`src/rtl/sbc_pkg.sv`:
```
`timescale 1ns/1ps
package sbc_pkg;
   localparam int unsigned SBC_WORD_W_DEF = 32;
   localparam int unsigned SBC_SYNC_DEF   = 2;
endpackage

```
`src/rtl/sbc_sync.sv`:
```
`timescale 1ns/1ps
module sbc_sync #(
   parameter int unsigned WIDTH  = 2,
   parameter int unsigned STAGES = 2
) (
   input  logic             clk,
   input  logic             rst,
   input  logic [WIDTH-1:0] async_i,
   output logic [WIDTH-1:0] sync_o
);
   logic [WIDTH-1:0] stage_q [STAGES];

   if (STAGES < 2) begin : g_bad_depth
      $error("sbc_sync: STAGES must be at least 2");
   end

   always_ff @(posedge clk) begin
      if (rst) stage_q[0] <= '0;
      else     stage_q[0] <= async_i;
   end

   for (genvar i = 1; i < STAGES; i++) begin : g_stage
      always_ff @(posedge clk) begin
         if (rst) stage_q[i] <= '0;
         else     stage_q[i] <= stage_q[i-1];
      end

      p_chain_shift_r1 : assert property (@(posedge clk) disable iff (rst)
         stage_q[i] == $past(stage_q[i-1]));
   end

   assign sync_o = stage_q[STAGES-1];
endmodule

```
`src/rtl/sbc_edge.sv`:
```
`timescale 1ns/1ps
module sbc_edge #(
   parameter int unsigned SETTLE = 3
) (
   input  logic clk,
   input  logic rst,
   input  logic lvl_i,
   output logic rise_o
);
   localparam int unsigned CW = $clog2(SETTLE + 1);
   localparam logic [CW-1:0] SETTLE_V = CW'(SETTLE);

   logic [CW-1:0] settle_q;
   logic          prev_q;
   logic          armed;

   always_ff @(posedge clk) begin
      if (rst) begin
         settle_q <= '0;
         prev_q   <= lvl_i;
      end else begin
         prev_q <= lvl_i;
         if (settle_q != SETTLE_V) settle_q <= settle_q + CW'(1);
      end
   end

   assign armed  = (settle_q == SETTLE_V);
   assign rise_o = armed & lvl_i & ~prev_q;

   p_rise_pulse_r3 : assert property (@(posedge clk) disable iff (rst)
      rise_o |=> !rise_o);
   p_rise_from_low_r2 : assert property (@(posedge clk) disable iff (rst)
      rise_o |-> (lvl_i && !$past(lvl_i)));
endmodule

```
`src/rtl/sbc_deser.sv`:
```
`timescale 1ns/1ps
module sbc_deser #(
   parameter int unsigned WORD_W = 32
) (
   input  logic              clk,
   input  logic              rst,
   input  logic              take_i,
   input  logic              bit_i,
   output logic [WORD_W-1:0] word_o,
   output logic              valid_o
);
   localparam int unsigned CNT_W = $clog2(WORD_W);
   localparam logic [CNT_W-1:0] LAST = CNT_W'(WORD_W - 1);

   logic [WORD_W-1:0] shift_q;
   logic [WORD_W-1:0] shift_nx;
   logic [CNT_W-1:0]  cnt_q;

   assign shift_nx = {shift_q[WORD_W-2:0], bit_i};

   always_ff @(posedge clk) begin
      if (rst) begin
         shift_q <= '0;
         cnt_q   <= '0;
         word_o  <= '0;
         valid_o <= 1'b0;
      end else begin
         valid_o <= 1'b0;
         if (take_i) begin
            shift_q <= shift_nx;
            if (cnt_q == LAST) begin
               cnt_q   <= '0;
               word_o  <= shift_nx;
               valid_o <= 1'b1;
            end else begin
               cnt_q <= cnt_q + CNT_W'(1);
            end
         end
      end
   end

   p_strobe_at_wrap_r5 : assert property (@(posedge clk) disable iff (rst)
      valid_o |-> (cnt_q == '0));
   p_strobe_pulse_r3 : assert property (@(posedge clk) disable iff (rst)
      valid_o |=> !valid_o);
   p_word_hold_r6 : assert property (@(posedge clk) disable iff (rst)
      !valid_o |-> $stable(word_o));
   p_count_range_r5 : assert property (@(posedge clk) disable iff (rst)
      cnt_q <= LAST);
endmodule

```
`src/rtl/sbc_capture.sv`:
```
`timescale 1ns/1ps
module sbc_capture
   import sbc_pkg::*;
#(
   parameter int unsigned WORD_W      = SBC_WORD_W_DEF,
   parameter int unsigned SYNC_STAGES = SBC_SYNC_DEF
) (
   input  logic              clk,
   input  logic              rst,
   input  logic              bus_clk_i,
   input  logic              bus_dat_i,
   output logic [WORD_W-1:0] word_o,
   output logic              word_valid_o
);
   localparam int unsigned SETTLE = SYNC_STAGES + 1;

   if (WORD_W < 2) begin : g_bad_width
      $error("sbc_capture: WORD_W must be at least 2");
   end

   logic [1:0] pins_sync;
   logic       rise;

   sbc_sync #(.WIDTH(2), .STAGES(SYNC_STAGES)) u_sync (
      .clk     (clk),
      .rst     (rst),
      .async_i ({bus_dat_i, bus_clk_i}),
      .sync_o  (pins_sync)
   );

   sbc_edge #(.SETTLE(SETTLE)) u_edge (
      .clk    (clk),
      .rst    (rst),
      .lvl_i  (pins_sync[0]),
      .rise_o (rise)
   );

   sbc_deser #(.WORD_W(WORD_W)) u_deser (
      .clk     (clk),
      .rst     (rst),
      .take_i  (rise),
      .bit_i   (pins_sync[1]),
      .word_o  (word_o),
      .valid_o (word_valid_o)
   );

   p_valid_needs_edge_r2 : assert property (@(posedge clk) disable iff (rst)
      word_valid_o |-> $past(rise));
endmodule

```
`config.mk`:
```
export PLATFORM = sky130hd
export DESIGN_NAME = sbc_capture
export DESIGN_NICKNAME = d
export VERILOG_FILES = /design/src/rtl/sbc_pkg.sv /design/src/rtl/sbc_sync.sv /design/src/rtl/sbc_edge.sv /design/src/rtl/sbc_deser.sv /design/src/rtl/sbc_capture.sv
export SDC_FILE = /design/constraint.sdc
export NUM_CORES = 1
export LEC_CHECK = 0
export CORE_UTILIZATION = 56
export CTS_CLUSTER_SIZE = 16
export DETAILED_ROUTE_END_ITERATION = 7
export GPL_TIMING_DRIVEN = 0
export PLACE_DENSITY_LB_ADDON = 0.2
export SLEW_MARGIN = 20
export SYNTH_ARGS = -nofsm -noshare
export SYNTH_HDL_FRONTEND = slang
export SYNTH_SLANG_ARGS = --single-unit
```
`constraint.sdc`:
```
create_clock -name clk -period 4.2 [get_ports clk]
set_input_delay 0.42 -clock clk [delete_from_list [all_inputs] [get_ports clk]]
set_output_delay 0.42 -clock clk [all_outputs]
set_load 0.005 [all_outputs]
```
== Yosys cells after proc, flatten, opt, wreduce, memory -nomap -nowiden ==
Memory sizes are Yosys's and may differ from the RTL's.
Cells that the tools add are included.

* Bits in registers: 72
* Bits in writable memories: 4
* Word-level logic and storage cells: 27
* Memories: 1

{| class="wikitable"
|+ Memories
! memory !! depth !! bits a word !! read ports !! clocked after memory_dff !! wr ports !! RTL line !! text
|-
| u_sync.stage_q || 2 || 2 || 2 || 0 || 2 || sbc_sync.sv:11 || <nowiki>logic [WIDTH-1:0] stage_q [STAGES];</nowiki>
|}

* Add/subtract/negate cells: 2
* Equality and inequality tests: 3
* Multiplexer cells: 7
* Bitwise operators: 6
* Reductions and logical operators: 2

{| class="wikitable"
|+ Operators with widths
! cell !! count
|-
| 5-bit by 1-bit adder with 5-bit output, second input constant || 1
|-
| 5-bit equality test, second input constant || 1
|-
| 5-bit 2-to-1 mux || 1
|-
| 1-bit 2-to-1 mux || 4
|-
| 2-bit 2-to-1 mux || 2
|-
| 2-bit by 1-bit adder with 2-bit output, second input constant || 1
|-
| 1-bit bitwise AND || 2
|-
| 2-bit equality test, second input constant || 1
|-
| 2-bit != test, second input constant || 1
|-
| 1-bit inverter || 2
|-
| 1-bit OR || 2
|-
| 2-bit AND reduction || 1
|-
| 2-bit OR reduction || 1
|}

== Logic depth before layout (Yosys ltp) ==
Gate-level depths: netlist of run 1.

* Word-level depth: 5
* Mapped depth: 8

== Cells and area by module ==
A second synthesis of run 1 with hierarchy kept.

* Cell total of the unflattened synthesis: 289
* Area, all modules: 2671.3 um^2

{| class="wikitable"
|+ Modules (own cells, without submodules)
! module !! instances !! cells each !! area each (um^2)
|-
| sbc_deser || 1 || 271 || 2459.9
|-
| sbc_edge || 1 || 10 || 106.4
|-
| sbc_sync || 1 || 8 || 105.1
|}

== Worst setup path before layout of run 1 ==
Ideal clock, no wire load.

* Path kind: register to register
* From: register u_deser.cnt_q[0]
* To: register u_deser.word_o[10]
* Library setup time: 0.117 ns
* Arrival: 1.551 ns
* Required time: 4.083 ns
* Setup slack: 2.532 ns
* Stages on the path, launching flop included: 9
* Path through: dfxtp_1 > ha_1 > and3_1 > ha_1 > nand4b_1 > nor2b_1 > buf_6 > buf_6 > a22o_1

* Cells in the longest elaborated chain, start to end: 2

{| class="wikitable"
|+ Ends and longest elaborated chain
! item !! RTL line !! text
|-
| from (decl) || sbc_deser.sv:17 || <nowiki>logic [CNT_W-1:0] cnt_q;</nowiki>
|-
| from (signal assigned) || sbc_deser.sv:36 || <nowiki>cnt_q <= cnt_q + CNT_W'(1);</nowiki>
|-
| 5-bit equality test || sbc_deser.sv:31 || <nowiki>if (cnt_q == LAST) begin</nowiki>
|-
| 2-bit AND reduction (no line) || -- ||
|-
| to (signal assigned) || sbc_deser.sv:33 || <nowiki>word_o <= shift_nx;</nowiki>
|-
| to (decl) || sbc_deser.sv:9 || <nowiki>output logic [WORD_W-1:0] word_o,</nowiki>
|}

No other way between the ends.
A chain may end at the register's enable or synchronous reset.

== Worst setup path after layout of run 1 ==
* From: register u_deser.cnt_q[0]
* To: register u_deser.word_o[13]

Same word-level chain as after synthesis.

==> results of run 1 <==
[cells in the final DEF (no fill, tap or decap), drive strengths merged]
| cell | instances |
|---|---|
| dfxtp | 76 |
| nand2 | 66 |
| a21oi | 35 |
| clkdlybuf4s50 | 35 |
| a22o | 32 |
| clkbuf | 17 |
| buf | 15 |
| nor2b | 5 |
| ha | 4 |
| nor2 | 4 |
| clkinv | 3 |
| nand3b | 2 |
| o21ai | 2 |
| or3 | 2 |
| and3 | 1 |
| and3b | 1 |
| nand4b | 1 |
| xor2 | 1 |
| nand3 | 1 |
| a21boi | 1 |
| or4b | 1 |
| mux2i | 1 |
[logic make-up after synthesis]
| group | count (synthesis) | share of synthesized area |
|---|---|---|
| xor gates and xnor gates | 1 | 0.00344 |
| muxes | 1 | 0.00393 |
| adders and majority gates | 4 | 0.0197 |
| DFF | 76 | 0.598 |
| and+or+nand+nor | 84 | 0.143 |
| AOI/OAI and AO/OA | 70 | 0.186 |
| buffers and inverters | 20 | 0.0467 |
[path summary, 6_finish.rpt]
check | cells after the start | end | start | slack (ps)
max | 8 | u_deser.word_o[13] | u_deser.cnt_q[0] | 2300
min reg2reg | 0 | u_edge.prev_q | u_sync.stage_q[1][0] | 380
max reg2reg | 8 | u_deser.word_o[13] | u_deser.cnt_q[0] | 2300
min | 0 | u_edge.prev_q | u_sync.stage_q[1][0] | 380
[through the flow]
| step | utilization | power, W | instances | area, sq um |
|---|---|---|---|---|
| after global routing | 0.714 | 0.00125 | 358 | 3110 |
| after CTS | 0.714 | 0.00122 | 358 | 3110 |
| after detailed placement | 0.680 | 0.000785 | 343 | 2960 |
| after global placement | 0.680 | 0.000782 | 343 | 2960 |
| final | 0.714 | 0.00121 | 358 | 3110 |
| after floorplan | - | 0.000774 | 256 | 2540 |
[cell type report]
cell class | instances | area [sq um] | area share
Sequential cell | 76 | 1520 | 0.489
Multi-Input combinational cell | 160 | 905 | 0.291
Timing Repair Buffer | 35 | 350 | 0.113
Clock buffer | 12 | 135 | 0.0434
Buffer | 20 | 119 | 0.0382
Tap cell | 52 | 65.1 | 0.0209
Clock inverter | 3 | 15.0 | 0.00483
[sequential cells by signal (all words and copies together) (netlist names)]
name	cells
u_deser.valid_o	1
u_deser.shift_q	31
u_deser.word_o	32
u_edge.settle_q	2
u_sync.stage_q	4
u_deser.cnt_q	5
u_edge.prev_q	1
[per-layer routing]
layer  up-vias  global-route usage  part of all wire
met5         -                   0                 0
met4         0               0.109             0.019
met3         9              0.0392             0.032
met2        36               0.330              0.48
met1       925               0.248              0.47
li1        967                   -                 -
[power by group through the flow]
stage | clock (W) | combinational [W] | sequential, W
floorplan | 0 | 0.0000276 | 0.000746
global placement | 0 | 0.0000353 | 0.000747
detailed placement | 0 | 0.0000375 | 0.000747
CTS | 0.000451 | 0.0000376 | 0.000731
global route | 0.000481 | 0.0000415 | 0.000731
finish | 0.000444 | 0.0000370 | 0.000731
==> out/metrics.yaml, run 1 <==
antenna_cells: 0
fin_nets: 310
postSynth.asyncResetShare: 0
gp_congestion: 0.740
dp_hpwl_mm: 3.17
antenna_found_initial: 0
ys_seq_area_frac: 0.598
dieArea_sq_um: 4820
ys_warn_count: 0
fin_crit_sh: 0.452
endpoint_kind: "flip-flop"
worstHoldPathType: "reg2reg"
power_frac_comb: 0.031
ys_ff_latch: 76
wirelength_mm: 4.59
synth_area_per_cell_sq_um: 9.94
status: "complete, no violations"
port_buffers: 35
drt-initial-drc-count: 107
root_buffer: "clkbuf_8"
p_int_w: 0.000951
synth.distinct_cells: 22
leakagePower_nw: 1.14
synth.area.top_cells: "dfxtp_1 (60%), a22o_1 (11%), nand2_1 (9.7%), a21oi_1 (6.9%), buf_2 (2.2%)"
worst_path_max_delay_cell: "dfxtp_1"
drcViolationCount: 0
setup_tns_ps: 0
maxCapViolCount: 0
track_usage: 0.201
detail-route-antenna-nets: 0
rsz0062_at_grt: "false"
relSlewSlack: 0.706
timing.hold.ws_ps: 383
hold_viol: 0
coreArea_sq_um: 4350
p_switching_w: 0.000261
clk_pin_slew_ps: 70
synth_common_cells: "dfxtp_1 (76), nand2_1 (66), a21oi_1 (35)"
synth_edf_count: 0
cp.required_ps: 4420
cts_made_buffers: 9
clkPwrFrac: 0.366
clock_skew_ps: 6.30
vias: 1937
worstPathMaxFanout: 10
cp.arrival_ps: 2120
period_needed_ps: 1900
slowest_delay_ps: 370
start_util: 0.584
setup_violations: 0
clockBufferDepth: 2
ioPinCount: 37
cts_num_sinks: 76
synth.most_common_cell: "dfxtp_1"
syn_inst: 256
grt_max_degree: 12
htreeDepth: 3
clk_latency_ps: 330
nFillCells: 350
overflow: 0
worst_slack_ps: 2300
path_buf_inv: 2
routed_via_density: 5.41
die_h_um: 69.4
crit_family: "simple AND/OR/NAND/NOR gates"
pre_cts_ws_ps: 2350
netlist_area_sq_um: 2540
vdd_ir_drop_max_mv: 0.220
hold_buffers: 0
dr.pass1.iters: 4
p_per_area_nw_per_um2: 390
fmax_mhz: 527
sequentialPowerShare: 0.603
grt_pass1_vias: 1774
cts_tree: "yes"
synthToLayoutAreaGrowth_pct: 22.2
cts_setup_buffers: 0
worstPathCellList: "ha_1 -> and3_1 -> ha_1 -> nand4b_1 -> nor2b_1 -> buf_6 -> buf_6 -> a22o_1"
drv_slew: 0
synth_top_cell_by_area: "dfxtp_1"
critPathLaunchType: "flip-flop"
rows: 24
wl_per_cell_um: 12.8
die_w_um: 69.4
drive_above_1_share: 0.0915
yosysTopAreaCellShare: 0.598
crit_type: "reg2reg"
swShare: 0.215
tightest_slew_ps: 441
ys.flop_type: "dfxtp_1"
grt_pass1_wl_mm: 7.67
syn-num-nets: 264
cts_resized: 0
No activity file was read; power rests on OpenSTA's default activity.
==> run 2: changes to the inputs <==
--- a/config.mk
+++ b/config.mk
@@ -5,7 +5,7 @@
 export SDC_FILE = /design/constraint.sdc
 export NUM_CORES = 1
 export LEC_CHECK = 0
-export CORE_UTILIZATION = 56
+export CORE_UTILIZATION = 52
 export CTS_CLUSTER_SIZE = 16
 export DETAILED_ROUTE_END_ITERATION = 7
 export GPL_TIMING_DRIVEN = 0
==> constraint.sdc (replaced) <==
create_clock -name clk -period 1.89 [get_ports clk]
set_input_delay 0.189 -clock clk [delete_from_list [all_inputs] [get_ports clk]]
set_output_delay 0.189 -clock clk [all_outputs]
set_load 0.005 [all_outputs]
==> run 2 against run 1 <==
Cell area is 2.9% higher; core utilization is 3.6 points lower; die area is 7.5% higher; clock power grew to 2.8 times the previous value; non-clock buffer count stayed put; highest routed layer unchanged; register-to-register slack worse by 2200 ps; combinational power is 120% higher; sequential power is 120% higher; first-iteration DRC count is 3.7% higher.
==> out/metrics.yaml, run 2 (synthesis results as in run 1) <==
root_buffer: "clkbuf_8"
critical_path.endpoint: "u_deser.word_o[10]"
crit_start: "u_deser.cnt_q[0]"
reg2reg_depth: 8  # unchanged
r2r-end: "u_deser.word_o[10]"
tightest_slew_ps: 489  # +47.3 ps
drive_above_1_share: 0.114  # +0.0225
final_common_cell: "dfxtp_1"
largest-register: "u_deser.word_o"
reg_top3: "u_deser.word_o (32), u_deser.shift_q (31), u_deser.cnt_q (5)"
wirelength_mm: 4.65  # +1.4%
maxCapViolCount: 0  # unchanged
setup_violations: 0  # unchanged
routed_via_density: 5.13  # -5.2%
critPathLaunchType: "flip-flop"
coreArea_sq_um: 4720  # +8.5%
worstPathMaxFanout: 10  # unchanged
fin_crit_sh: 0.935  # +0.483
fmax_mhz: 566  # +7.5%
stdcell_count: 374  # +4.5%
hp-start: "rst"
swShare: 0.209  # -0.00684
leakagePower_nw: 1.16  # +1.6%
vias: 1918  # -0.98%
r2r-start: "u_deser.cnt_q[0]"
rows: 25  # +4.2%
dieArea_sq_um: 5180  # +7.5%
top_layer: "met4"
clockBufferDepth: 2  # unchanged
cts_setup_buffers: 0  # unchanged
cts_num_sinks: 76  # unchanged
nFillCells: 380  # +8.6%
status: "complete, no violations"
detail-route-antenna-nets: 0  # unchanged
clk_pin_slew_ps: 70  # about the same
track_usage: 0.192  # -0.00848
timing.hold.ws_ps: 180  # -202 ps
rsz0062_at_grt: "false"
clk_latency_ps: 340  # about the same
final_cell_mix: "dfxtp_1 (74), nand2_1 (66), a21oi_1 (35), clkdlybuf4s50_1 (35), a22o_1 (32)"
dp.cells: 358  # +4.4%
met1_length_mm: 2.27  # +5.2%
die_h_um: 72.0  # +3.7%
p_int_w: 0.00233  # +140%
gp_congestion: 0.756  # +2.3%
endpoint_kind: "flip-flop"
period_needed_ps: 1770  # -132 ps
start_util: 0.539  # -0.0457
cp.arrival_ps: 2000  # -120 ps
route.met2.wl_mm: 2.08  # -5.5%
grt_pass1_vias: 1677  # -5.5%
setup_tns_ps: 0  # unchanged
r2r_setup_slack_ps: 120  # -2180 ps
fin_util: 0.678  # -0.0365
antenna_cells: 0  # unchanged
synthToLayoutAreaGrowth_pct: 25.8
die_w_um: 72.0  # +3.7%
overflow: 0  # unchanged
vdd_ir_drop_max_mv: 0.517  # +130%
worst_slack_ps: 123  # -2180 ps
htreeDepth: 3  # unchanged
grt_pass1_wl_mm: 7.60  # -0.90%
wl_per_cell_um: 12.4  # -3.0%
power_frac_comb: 0.028  # -0.003
ioPinCount: 37  # unchanged
p_per_area_nw_per_um2: 918  # +140%
antenna_found_initial: 0  # unchanged
relSlewSlack: 0.674  # -0.0315
largest_reg_flops: 32  # unchanged
clock_skew_ps: 8.73  # +2.43 ps
p_switching_w: 0.000613  # +130%
crit_type: "reg2reg"
clkPwrFrac: 0.420  # +0.054
port_buffers: 35  # unchanged
cts_made_buffers: 9  # unchanged
cp.required_ps: 2130  # -2290 ps
cts_tree: "yes"
drv_slew: 0  # unchanged
grt_max_degree: 13  # +1
drt-initial-drc-count: 111  # +3.7%
drcViolationCount: 0  # unchanged
dr.pass1.iters: 4  # unchanged
wl_met3_um: 231  # +55%
pre_cts_ws_ps: 76.4  # -2280 ps
hold_viol: 0  # unchanged
hold_buffers: 0  # unchanged
dp_hpwl_mm: 3.01  # -5.1%
sequentialPowerShare: 0.553  # -0.050
worstHoldPathType: "in2reg"
fin_nets: 310  # unchanged
==> run 2: layer usage <==
layer,vias up,global-route usage
met3,10,0.0583
met2,44,0.285
met4,0,0.0850
met1,894,0.261
li1,970,-
met5,-,0
==> run 2: worst min-delay path by stage <==
stage	slack [ps]	to	depth (start not counted)
floorplan	320	u_sync.stage_q[0][0]	1
global placement	370	u_edge.prev_q	0
detailed placement	390	u_edge.prev_q	0
CTS	180	u_sync.stage_q[1][1]	2
global route	190	u_sync.stage_q[1][1]	2
finish	180	u_sync.stage_q[1][1]	2
==> run 2: what timing repair did <==
action,CTS,global route
gates resized for setup,0,5
setup endpoints to repair,0,30
hold endpoints to repair,0,0
==> run 2: worst max-delay path, cell delays in order (launching register included) <==
cell	delay (ps)
dfxtp_2	380
ha_4	150
and3_4	180
ha_1	130
nand4b_1	130
nor2b_1	170
buf_6	150
buf_6	140
a22o_1	230
==> run 2: metrics by stage <==
step | total power (W) | instance area, sq um
finish | 0.00294 | 3200
global route | 0.00305 | 3200
CTS | 0.00297 | 3180
detailed placement | 0.00174 | 2980
global placement | 0.00174 | 2980
floorplan | 0.00172 | 2540
==> run 2: cell type report <==
class / instances / area (sq um) / share of cell area
buffer: 20 / 119 / 0.0371
clock inverter: 4 / 47.5 / 0.0148
multi-input combinational: 160 / 922 / 0.288
timing repair buffer: 35 / 350 / 0.109
sequential: 76 / 1520 / 0.476
clock buffer: 12 / 155 / 0.0485
tap: 67 / 83.8 / 0.0262
==> run 2: power groups by stage <==
stage                     clock network (W)  logic [W]  registers (W)
final                               0.00123  0.0000813        0.00162
after global routing                0.00133  0.0000934        0.00163
after CTS                           0.00127  0.0000823        0.00162
after detailed placement                  0  0.0000822        0.00166
after global placement                    0  0.0000783        0.00166
after floorplan                           0  0.0000614        0.00166
